==> src/rtl/mctx_pkg.sv <==
package mctx_pkg;

    localparam int SAMPLE_W = 32;

    // number of data words packed in one system word for a channel-field code
    function automatic int words_per_sys(input logic [1:0] sel);
        return int'(sel) + 1;
    endfunction

    function automatic bit cfg_fits(input int dw, input int sw, input int nw);
        return (dw >= 1) && (dw <= SAMPLE_W) && (nw * dw <= sw);
    endfunction

endpackage

==> src/rtl/mctx_bitclk.sv <==
module mctx_bitclk #(
    parameter int HALF = 2
) (
    input  logic clk,
    input  logic rst_n,
    input  logic run,
    output logic launch,
    output logic sck_raw
);
    localparam int PERIOD = 2 * HALF;
    localparam int DIVW   = $clog2(PERIOD);

    typedef struct packed {
        logic [DIVW-1:0] div;
        logic            sck;
    } clk_st_t;

    clk_st_t st_d, st_q;

    always_comb begin
        st_d = st_q;
        if (!run) begin
            st_d.div = '0;
            st_d.sck = 1'b0;
        end else begin
            st_d.div = (st_q.div == DIVW'(PERIOD - 1)) ? '0 : st_q.div + 1'b1;
            if (st_q.div == '0)
                st_d.sck = 1'b0;
            else if (st_q.div == DIVW'(HALF))
                st_d.sck = 1'b1;
        end
    end

    always_ff @(posedge clk or negedge rst_n) begin
        if (!rst_n) st_q <= '0;
        else        st_q <= st_d;
    end

    assign launch  = run && (st_q.div == '0);
    assign sck_raw = st_q.sck;

endmodule

==> src/rtl/mctx_framer.sv <==
module mctx_framer #(
    parameter int SYS_W     = 32,
    parameter int DATA_W    = 16,
    parameter int NWORDS    = 2,
    parameter bit PAD_FIRST = 1'b0,
    parameter bit NO_DELAY  = 1'b0
) (
    input  logic clk,
    input  logic rst_n,
    input  logic launch,
    output logic ws_now,
    output logic in_data,
    output logic word_start
);
    localparam int FRAME     = 2 * SYS_W;
    localparam int FW        = $clog2(FRAME);
    localparam int DATA_BITS = NWORDS * DATA_W;
    localparam int PADW      = (DATA_BITS > SYS_W) ? 0 : SYS_W - DATA_BITS;
    localparam int JW        = $clog2(DATA_W + 1);

    typedef struct packed {
        logic [FW-1:0] fcnt;
        logic [JW-1:0] jcnt;
        logic          first;
    } frm_st_t;

    frm_st_t st_d, st_q;
    logic [FW-1:0] dpos, dbit;
    logic region;

    always_comb begin
        st_d = st_q;
        if (NO_DELAY)
            dpos = st_q.fcnt;
        else
            dpos = (st_q.fcnt == '0) ? FW'(FRAME - 1) : st_q.fcnt - 1'b1;
        dbit = (dpos >= FW'(SYS_W)) ? dpos - FW'(SYS_W) : dpos;
        if (PAD_FIRST)
            region = (int'(dbit) >= PADW);
        else
            region = (int'(dbit) < DATA_BITS);
        in_data    = region && !(st_q.first && !NO_DELAY);
        ws_now     = (st_q.fcnt >= FW'(SYS_W));
        word_start = in_data && (st_q.jcnt == '0);
        if (launch) begin
            st_d.fcnt  = (st_q.fcnt == FW'(FRAME - 1)) ? '0 : st_q.fcnt + 1'b1;
            st_d.first = 1'b0;
            if (in_data)
                st_d.jcnt = (st_q.jcnt == JW'(DATA_W - 1)) ? '0 : st_q.jcnt + 1'b1;
            else
                st_d.jcnt = '0;
        end
    end

    always_ff @(posedge clk or negedge rst_n) begin
        if (!rst_n) begin
            st_q       <= '0;
            st_q.first <= 1'b1;
        end else begin
            st_q <= st_d;
        end
    end

endmodule

==> src/rtl/mc_audio_tx.sv <==
module mc_audio_tx #(
    parameter int         DATA_W    = 16,
    parameter int         SYS_W     = 32,
    parameter logic [1:0] CHAN_SEL  = 2'b01,
    parameter bit         PAD_FIRST = 1'b0,
    parameter bit         PAD_HIGH  = 1'b0,
    parameter bit         ALIGN_LSB = 1'b0,
    parameter bit         MUTE      = 1'b0,
    parameter bit         SCK_INV   = 1'b0,
    parameter bit         WS_INV    = 1'b0,
    parameter bit         NO_DELAY  = 1'b0,
    parameter int         HALF      = 4
) (
    input  logic        clk,
    input  logic        rst_n,
    input  logic [31:0] smp_data,
    input  logic        smp_valid,
    output logic        smp_ready,
    output logic        bclk,
    output logic        wsel,
    output logic        sdata,
    output logic        underflow,
    output logic        cfg_err
);
    import mctx_pkg::*;

    localparam int NWORDS  = words_per_sys(CHAN_SEL);
    localparam bit CFG_BAD = !cfg_fits(DATA_W, SYS_W, NWORDS);

    typedef struct packed {
        logic [SAMPLE_W-1:0] hold;
        logic                hv;
        logic [DATA_W-1:0]   sh;
        logic                sd;
        logic                ws;
        logic                run;
        logic                udf;
    } tx_st_t;

    tx_st_t st_d, st_q;
    logic launch, sck_raw, ws_now, in_data, word_start, accept;
    logic [DATA_W-1:0] picked, src;

    mctx_bitclk #(.HALF(HALF)) u_clk (
        .clk     (clk),
        .rst_n   (rst_n),
        .run     (st_q.run),
        .launch  (launch),
        .sck_raw (sck_raw)
    );

    mctx_framer #(
        .SYS_W     (SYS_W),
        .DATA_W    (DATA_W),
        .NWORDS    (NWORDS),
        .PAD_FIRST (PAD_FIRST),
        .NO_DELAY  (NO_DELAY)
    ) u_frm (
        .clk        (clk),
        .rst_n      (rst_n),
        .launch     (launch),
        .ws_now     (ws_now),
        .in_data    (in_data),
        .word_start (word_start)
    );

    assign smp_ready = !st_q.hv && !CFG_BAD;
    assign accept    = smp_valid && smp_ready;

    always_comb begin
        st_d   = st_q;
        picked = ALIGN_LSB ? st_q.hold[DATA_W-1:0] : st_q.hold[SAMPLE_W-1 -: DATA_W];
        src    = st_q.hv ? picked : '0;
        if (accept) begin
            st_d.hold = smp_data;
            st_d.hv   = 1'b1;
            st_d.run  = 1'b1;
        end
        if (launch) begin
            st_d.ws = ws_now;
            if (word_start) begin
                // the holding register is emptied, or an empty one is recorded
                if (st_q.hv) st_d.hv  = 1'b0;
                else         st_d.udf = 1'b1;
                st_d.sd = MUTE ? 1'b0 : src[DATA_W-1];
                st_d.sh = src << 1;
            end else if (in_data) begin
                st_d.sd = MUTE ? 1'b0 : st_q.sh[DATA_W-1];
                st_d.sh = st_q.sh << 1;
            end else begin
                st_d.sd = PAD_HIGH;
            end
        end
    end

    always_ff @(posedge clk or negedge rst_n) begin
        if (!rst_n) st_q <= '0;
        else        st_q <= st_d;
    end

    assign bclk      = sck_raw ^ SCK_INV;
    assign wsel      = st_q.ws ^ WS_INV;
    assign sdata     = st_q.sd;
    assign underflow = st_q.udf;
    assign cfg_err   = CFG_BAD;

endmodule

==> config.mk <==
export PLATFORM = sky130hd
export DESIGN_NAME = mc_audio_tx
export DESIGN_NICKNAME = d
export VERILOG_FILES = /design/src/rtl/mctx_pkg.sv /design/src/rtl/mctx_bitclk.sv /design/src/rtl/mctx_framer.sv /design/src/rtl/mc_audio_tx.sv
export SDC_FILE = /design/constraint.sdc
export NUM_CORES = 1
export LEC_CHECK = 0
export BUFFER_PORTS_ARGS = -buffer_cell sky130_fd_sc_hd__buf_2
export CORE_ASPECT_RATIO = 1.5
export CORE_MARGIN = 3
export CORE_UTILIZATION = 45
export DETAILED_ROUTE_END_ITERATION = 16
export GPL_ROUTABILITY_DRIVEN = 0
export PLACE_DENSITY_LB_ADDON = 0.1
export SYNTH_ARGS = -nofsm -noshare
export SYNTH_HDL_FRONTEND = slang
export SYNTH_HIERARCHICAL = 1
export SYNTH_SLANG_ARGS = --single-unit
==> constraint.sdc <==
create_clock -name clk -period 2.83 [get_ports clk]
set_input_delay 0.4245 -clock clk [delete_from_list [all_inputs] [get_ports clk]]
set_output_delay 0.4245 -clock clk [all_outputs]
set_load 0.01 [all_outputs]
Word level (Yosys, flattened, before mapping)
Index checks and enable logic that the tools add are counted.
{"block": "totals", "reg_bits": 69}
{"block": "op_classes", "n_addsub": 5, "eq_ne": 5, "bitwise": 1, "mux": 17, "reduce_logical": 12, "order_cmp": 3}
{"cell": "16-bit two-way mux", "count": 2}
{"cell": "19-bit two-way mux", "count": 1}
{"cell": "6-bit two-way mux", "count": 3}
{"cell": "17-bit two-way mux", "count": 1}
{"cell": "6-bit >= comparator (second input constant)", "count": 2}
{"cell": "5-bit two-way mux", "count": 2}
{"cell": "6-bit by 1-bit adder with 6-bit output (second input constant)", "count": 1}
{"cell": "3-bit == test (second input constant)", "count": 2}
{"cell": "6-bit == test (second input constant)", "count": 1}
{"cell": "6-bit logical NOT", "count": 1}
{"cell": "6-bit < comparator (second input constant)", "count": 1}
{"cell": "1-bit two-way mux", "count": 6}
{"cell": "6-bit by 1-bit subtractor with 6-bit output (second input constant)", "count": 1}
{"cell": "6-bit subtractor (second input constant)", "count": 1}
{"cell": "5-bit by 1-bit adder with 5-bit output (second input constant)", "count": 1}
{"cell": "5-bit by 4-bit == test with 1-bit output (second input constant)", "count": 1}
{"cell": "5-bit logical NOT", "count": 1}
{"cell": "1-bit logical AND", "count": 4}
{"cell": "4-bit two-way mux", "count": 1}
{"cell": "3-bit by 1-bit adder with 3-bit output (second input constant)", "count": 1}
{"cell": "3-bit logical NOT", "count": 1}
{"cell": "3-bit two-way mux", "count": 1}
{"cell": "3-bit by 1-bit inequality test with 1-bit output (second input constant)", "count": 1}
{"cell": "3-bit AND reduction", "count": 1}
{"cell": "other kinds (4)", "count": 5}

Depth between registers and ports, before layout
Gate-level depths: netlist of the first run.
{"block": "depth", "word_depth": 9, "depth_mapped": 9}

By module
The synthesis of the first run kept the hierarchy.
{"module": "mc_audio_tx", "seq_area_each_um2": 900.9, "cells_per_inst": 119, "instances": 1, "area_per_inst_um2": 1519.0}
{"module": "mctx_framer", "seq_area_each_um2": 301.5, "cells_per_inst": 63, "instances": 1, "area_per_inst_um2": 621.8}
{"module": "mctx_bitclk", "seq_area_each_um2": 100.1, "cells_per_inst": 16, "instances": 1, "area_per_inst_um2": 188.9}

Least setup slack after synthesis of the first run
Ideal clock, no wire load.
{"block": "synth_path", "path_type": "flip-flop to flip-flop", "startpoint": "register u_clk/st_q[1] (netlist bit)", "endpoint": "register u_frm/st_q[11] (netlist bit)", "n_path_buf": 1, "arrival_time_ps": 1602, "t_required_ps": 2747, "setup_slack_ps": 1146, "path_stages_with_launch": 9, "cell_sequence": "dfrtp_1 inv_1 ha_1 nand2_1 nor2_1 buf_2 nand3_1 or3_1 o21ai_0"}
{"block": "synth_between", "elab_chain_cells": 2}
{"item": "start: declaration", "line_no": "mctx_bitclk.sv:18", "text": "clk_st_t st_d, st_q;"}
{"item": "start signal: assignment", "line_no": "mctx_bitclk.sv:36", "text": "else st_q <= st_d;"}
{"item": "3-bit logical NOT", "line_no": "mctx_bitclk.sv:39", "text": "assign launch = run && (st_q.div == '0);"}
{"item": "1-bit logical AND", "line_no": "mctx_bitclk.sv:39"}
{"item": "via launch", "line_no": "mc_audio_tx.sv:41", "text": "logic launch, sck_raw, ws_now, in_data, word_start, accept;"}
{"item": "end signal: assignment", "line_no": "mctx_framer.sv:60", "text": "st_q <= st_d;"}
{"item": "end: declaration", "line_no": "mctx_framer.sv:27", "text": "frm_st_t st_d, st_q;"}
The timed path passes the listed nets, and every way through them passes these cells.
A chain may end at the register's enable or synchronous reset.

Final worst setup path of the first run
{"block": "layout_path", "startpoint": "register u_frm/st_q[1] (netlist bit)", "endpoint": "register st_q[13] (netlist bit)"}
{"block": "layout_between", "elab_chain_cells": 4, "word_cells_on_any_way": 5}
{"item": "5-bit logical NOT *", "line_no": "mctx_framer.sv:44", "text": "word_start = in_data && (st_q.jcnt == '0);"}
{"item": "1-bit logical AND *", "line_no": "mctx_framer.sv:44"}
{"item": "via word_start", "line_no": "mc_audio_tx.sv:41"}
{"item": "2-bit nonzero test (no line)"}
{"item": "2-bit AND reduction (no line)"}
{"item": "end signal: assignment", "line_no": "mc_audio_tx.sv:98", "text": "else st_q <= st_d;"}
{"item": "end: declaration", "line_no": "mc_audio_tx.sv:40", "text": "tx_st_t st_d, st_q;"}
Mark *: on every way through the listed nets, which the timed path passes. The rest lies on a longest branch.

==> metrics, run 1 <==
Worst Tran Pin Value=around 0.64 ns; number of enable flip-flop cells after synthesis=0; dominant synthesized flop cell=dfrtp_1; Max Cap Violations=0; initial core utilization=47.29%; DR vias=1471; total power draw=2.490 mW; clk slew on worst S/H paths=about 0.09 ns; initial antenna violation count=0; Crit Path Max Fanout=16; Residual DRC=0; crit path buf inv count=1; Core Util, Final=51.94%; Cell Rows=31; core area=4926 um2; DR iter-0 viols=79; RSZ-0062 raised after global routing=no; Crit Path Category=register to register; HPWL Detailed=2760 um; first-pass GRT wire length=6920 um; min Tclk post-route=approximately 1.9 ns; Final Cycle Share=66.75%; pwr dens=973.3 nW/um2; global route overflow=0; multiplexer area fraction after synthesis=10.79%; Die Area=6095 um2; port bufs=23; Mapped Cells=slightly below 200; Pins Over Slew Limit=0; Root Driver=clkbuf_8; layout cells sized above 1=between 20% and 30%; cell leakage power=~1.2 nW; Post-Place Setup Slack=roughly 0.94 ns; Synth Net Count=240; status=finished clean; Ys Warns=6; final wirelength=3972 um; Clock Skew=0.002618 ns; CP startpoint kind=register; maximum vdd drop=0.4768 mV; Slowest cell on crit path=and2_1; hold_buf cts=0; Worst slew margin=a little under three fifths; total CTS buffers=5; worst hold path type=primary input to async pin; count of final setup violators=0; largest family of logic cells by synthesized area=compound AO/OA/AOI/OAI gates; Global Route Usage Sum=14.40%; Synth Area in XOR/XNOR=less than 1%; CTS tree=built; area share of fa/ha/maj cells after synthesis=roughly 3.8%; Yosys reg bits=52; highest-count cells in the layout ignoring fill and taps=51 x dfrtp_1, 23 x buf_2, 21 x nand2_1; vias in the first global route=1498; Netlist Area Pre-Place=2330 um2; Antenna Nets Post-Route=0; WL/cell=about 14 um; Synth Area in Simple Gates=between 10% and 20%; CP cell instances=inv_1 > ha_1 > and4_1 > and2_1 > a22oi_1 > o21ai_1; sequential share of the synthesized area=55.91%; nets@finish=262; Final WS setup=0.9409 ns; detailed-route vias per instance=5.125; Area Growth Syn to Fin=9.828%; Syn Area/Cell=11.77 um2; fraction of registers with async set/reset=between 90% and 100%; CP delay by family, top=simple AND/OR/NAND/NOR gates; Die Ht=94.13 um; PostCTS Resize Cnt=0; crit end category=register; Slowest Stage Delay on Critical Path=between 0.5 and 0.6 ns; Compound-Gate Fraction of Synth Area=12.35%; Worst-Skew Late Latency=0.29 ns; synth unique cells=43; fmax=around 0.53 GHz; Post-CTS Setup Bufs=0; Max clock buf depth=2; Hold WS=0.2225 ns; commonest non-fill, non-tap cell in the layout=dfrtp_1; htree depth=2; Diodes inserted=0; crit path DAT=2.11 ns; width of the die=~65 um; TNS Setup=0 ns; clock sink total=52; I/O pin count=41; largest net degree at the start of global routing=53; final hold violation count=0; Req. time, crit path=3.05 ns; drt first pass iters=4
## synthesized netlist by cell type, types with 2 or more instances
cell type	instances	area, um2
dfrtp_1	51	1276
mux2_4	8	120.1
buf_2	4	20.02
nor2_1	4	15.01
nand3_1	5	25.02
nor2b_1	3	18.77
o211ai_1	2	15.01
and2_1	3	18.77
a21oi_1	3	15.01
o21ai_1	9	45.04
o21ai_0	10	50.05
ha_1	7	87.58
inv_1	12	45.04
clkbuf_1	2	7.510
xnor2_1	2	17.52
nand2_1	21	78.83
mux2_2	9	101.4
buf_6	4	45.04
mux2i_1	3	30.03
a22oi_1	13	97.59
## final cells by class
cell class | instances | area [um2]
fillers | 456 | 2367
flip-flops and latches | 52 | 1303
multi-input cells | 122 | 889.6
repair buffers | 27 | 145.1
clock buffers | 7 | 86.33
well taps | 66 | 82.58
inverters | 12 | 45.04
clock inverters | 1 | 7.507
## kinds of logic (layout without fill, tap and decap cells)
family | after synthesis | after routing
buf+inv | 24 | 47
xor+xnor | 2 | 2
flops | 52 | 52
other cells | 1 | 1
compound gates | 45 | 45
mux | 20 | 20
fa+ha+maj | 7 | 7
simple gates | 47 | 47
## per-stage QoR
step / cell area (um2) / std cells
detailed placement: 2465 / 279
global route: 2559 / 287
global placement: 2465 / 279
floorplan: 2330 / 198
finish: 2559 / 287
CTS: 2559 / 287
## per-layer routing
metal  GRT usage (%)  vias up  part of all wire [%]
met4           4.233        0                   1.2
met3           3.114        5                   3.7
li1                -      723                     -
met2           24.00       26                    52
met1           18.65      717                    44
met5               0        -                     0
## worst paths after layout
kind / startpoint / endpoint / slack [ns] / depth (start not counted)
worst max register to register: u_frm/st_q[1] / st_q[13] / 0.94 / 6
max in group asynchronous: rst_n / picked[15] / 2.18 / 2
min in group clk: smp_data[19] / picked[3] / 0.35 / 2
worst min register to register: u_clk/st_q[1] / u_clk/st_q[1] / 0.48 / 1
worst min-delay path: rst_n / picked[10] / 0.22 / 2
worst max-delay path: u_frm/st_q[1] / st_q[13] / 0.94 / 6
## power breakdown
group / internal (mW) / switching [mW]
Combinational: 0.424 / 0.395
Clock: 0.199 / 0.226
Sequential: 1.05 / 0.199
## state kept, by name, summed over array words and instances, names as in the netlist
| name | cells |
|---|---|
| picked | 16 |
| sdata | 1 |
| st_q | 17 |
| u_clk/sck_raw | 1 |
| u_clk/st_q | 3 |
| u_frm/st_q | 12 |
| underflow | 1 |
| wsel | 1 |
Power figures use the tool's default switching activity.
==> run 2, diff against run 1 <==
==> constraint.sdc (replaced) <==
create_clock -name clk -period 1.7 [get_ports clk]
set_input_delay 0.255 -clock clk [delete_from_list [all_inputs] [get_ports clk]]
set_output_delay 0.255 -clock clk [all_outputs]
set_load 0.01 [all_outputs]
==> metrics, run 2 (synthesis gave the netlist of run 1 again) <==
WL/cell=14.34 um (was 13.84 um); HPWL Detailed=3113 um (was 2760 um); Hold WS=0.1846 ns (was 0.2225 ns); Pins Over Slew Limit=0 (unchanged); CTS tree=built (unchanged); Max clock buf depth=2 (unchanged); Slowest cell on crit path=dfrtp_1 (was and2_1); worst hold path type=primary input to register (was primary input to async pin); initial core utilization=47.29% (unchanged); Worst-Skew Late Latency=0.30 ns (was 0.29 ns); CP delay by family, top=simple AND/OR/NAND/NOR gates (unchanged); global route overflow=0 (unchanged); highest-count cells in the layout ignoring fill and taps=51 x dfrtp_1, 23 x buf_2, 21 x nand2_1 (unchanged); core area=4926 um2 (unchanged); Global Route Usage Sum=15.50% (was 14.40%); RSZ-0062 raised after global routing=no (unchanged); initial antenna violation count=0 (unchanged); detailed-route vias per instance=5.165 (was 5.125); port bufs=23 (unchanged); I/O pin count=41 (unchanged); cell leakage power=1.232 nW (was 1.157 nW); htree depth=2 (unchanged); Final Cycle Share=93.09% (was 66.75%); final hold violation count=0 (unchanged); maximum vdd drop=0.7902 mV (was 0.4768 mV); Largest Register=st_q (unchanged); fmax=0.6319 GHz (was 0.5293 GHz); DR vias=1534 (was 1471); crit path buf inv count=2 (was 1); Area Growth Syn to Fin=14.93% (was 9.828%); CP cell instances=inv_1 > ha_1 > and4_4 > and2_1 > buf_12 > a22oi_1 > o21ai_0 (was inv_1 > ha_1 > and4_1 > and2_1 > a22oi_1 > o21ai_1); largest net degree at the start of global routing=30 (was 53); count of final setup violators=0 (unchanged); Crit Path Max Fanout=13 (was 16); status=finished clean (unchanged); commonest non-fill, non-tap cell in the layout=dfrtp_1 (unchanged); crit end category=register (unchanged); final wirelength=4258 um (was 3972 um); DR iter-0 viols=46 (was 79); Residual DRC=0 (unchanged); clk slew on worst S/H paths=0.09 ns (about the same); Slowest Stage Delay on Critical Path=0.41 ns (was 0.55 ns); Largest register FFs=17 (unchanged); Req. time, crit path=1.92 ns (was 3.05 ns); pwr dens=1612 nW/um2 (was 973.3 nW/um2); Die Area=6095 um2 (unchanged); vias in the first global route=1576 (was 1498); Antenna Nets Post-Route=0 (unchanged); nets@finish=272 (was 262); CP startpoint kind=register (unchanged); TNS Setup=0 ns (unchanged); crit path DAT=1.81 ns (was 2.11 ns); layout cells sized above 1=29.00% (was 25.34%); total CTS buffers=5 (unchanged); Die Ht=94.13 um (unchanged); Max Cap Violations=0 (unchanged); width of the die=64.75 um (unchanged); clock sink total=52 (unchanged); Diodes inserted=0 (unchanged); drt first pass iters=4 (unchanged); min Tclk post-route=1.583 ns (was 1.889 ns); Crit Path Category=register to register (unchanged); Core Util, Final=54.36% (was 51.94%); first-pass GRT wire length=7334 um (was 6920 um); Cell Rows=31 (unchanged); Root Driver=clkbuf_8 (unchanged); Clock Skew=0.002941 ns (was 0.002618 ns)
## run 2: area by class of cell
| cell class | instances | area, um2 |
|---|---|---|
| Clock inverter | 1 | 7.507 |
| Fill cell | 466 | 2248 |
| Clock buffer | 7 | 86.33 |
| Tap cell | 66 | 82.58 |
| Inverter | 12 | 45.04 |
| Sequential cell | 52 | 1303 |
| Timing Repair Buffer | 37 | 251.5 |
| Multi-Input combinational cell | 122 | 902.1 |
## run 2: per-layer routing
| layer | track usage (%) | vias to the layer above | wire length, um |
|---|---|---|---|
| met5 | 0 | - | 0 |
| met4 | 5.291 | 0 | 46 |
| met3 | 3.593 | 4 | 153 |
| met2 | 27.67 | 35 | 2327 |
| met1 | 17.91 | 754 | 1730 |
| li1 | - | 741 | - |
## run 2: timing repair
action / in CTS / in global routing
cloned: 0 / 0
endpoints found under the setup margin: 1 / 16
buffers inserted: 0 / 1
hold endpoints to repair: 13 / 0
gates resized for setup: 1 / 4
hold buffers: 1 / 0
## run 2: metrics by stage
stage                     instance area, um2  setup slack [ns]  total power, mW  instances
final                                   2678            0.1174            4.317        297
after global routing                    2678          0.001573            4.663        297
after CTS                               2659           0.02610            4.339        296
after detailed placement                2550           0.01914            3.605        287
after global placement                  2550           0.04523            3.482        287
after floorplan                         2330           0.01552            3.144        198
## run 2: final timing paths
| kind | startpoint | endpoint | slack, ns | cells past startpoint |
|---|---|---|---|---|
| worst max-delay path | u_frm/st_q[1] | st_q[6] | 0.12 | 7 |
| worst min-delay path | smp_data[25] | picked[9] | 0.18 | 2 |
| worst max register to register | u_frm/st_q[1] | st_q[6] | 0.12 | 7 |
| worst min register to register | u_clk/st_q[1] | u_clk/st_q[1] | 0.47 | 1 |
| max in group asynchronous | rst_n | st_q[5] | 0.77 | 3 |
| min in group asynchronous | rst_n | st_q[14] | 0.39 | 2 |
## run 2: where the power goes
| group | switching [mW] | leakage [nW] | internal [mW] |
|---|---|---|---|
| Clock | 0.383 | 0.0445 | 0.331 |
| Combinational | 0.711 | 0.548 | 0.807 |
| Sequential | 0.339 | 0.640 | 1.75 |
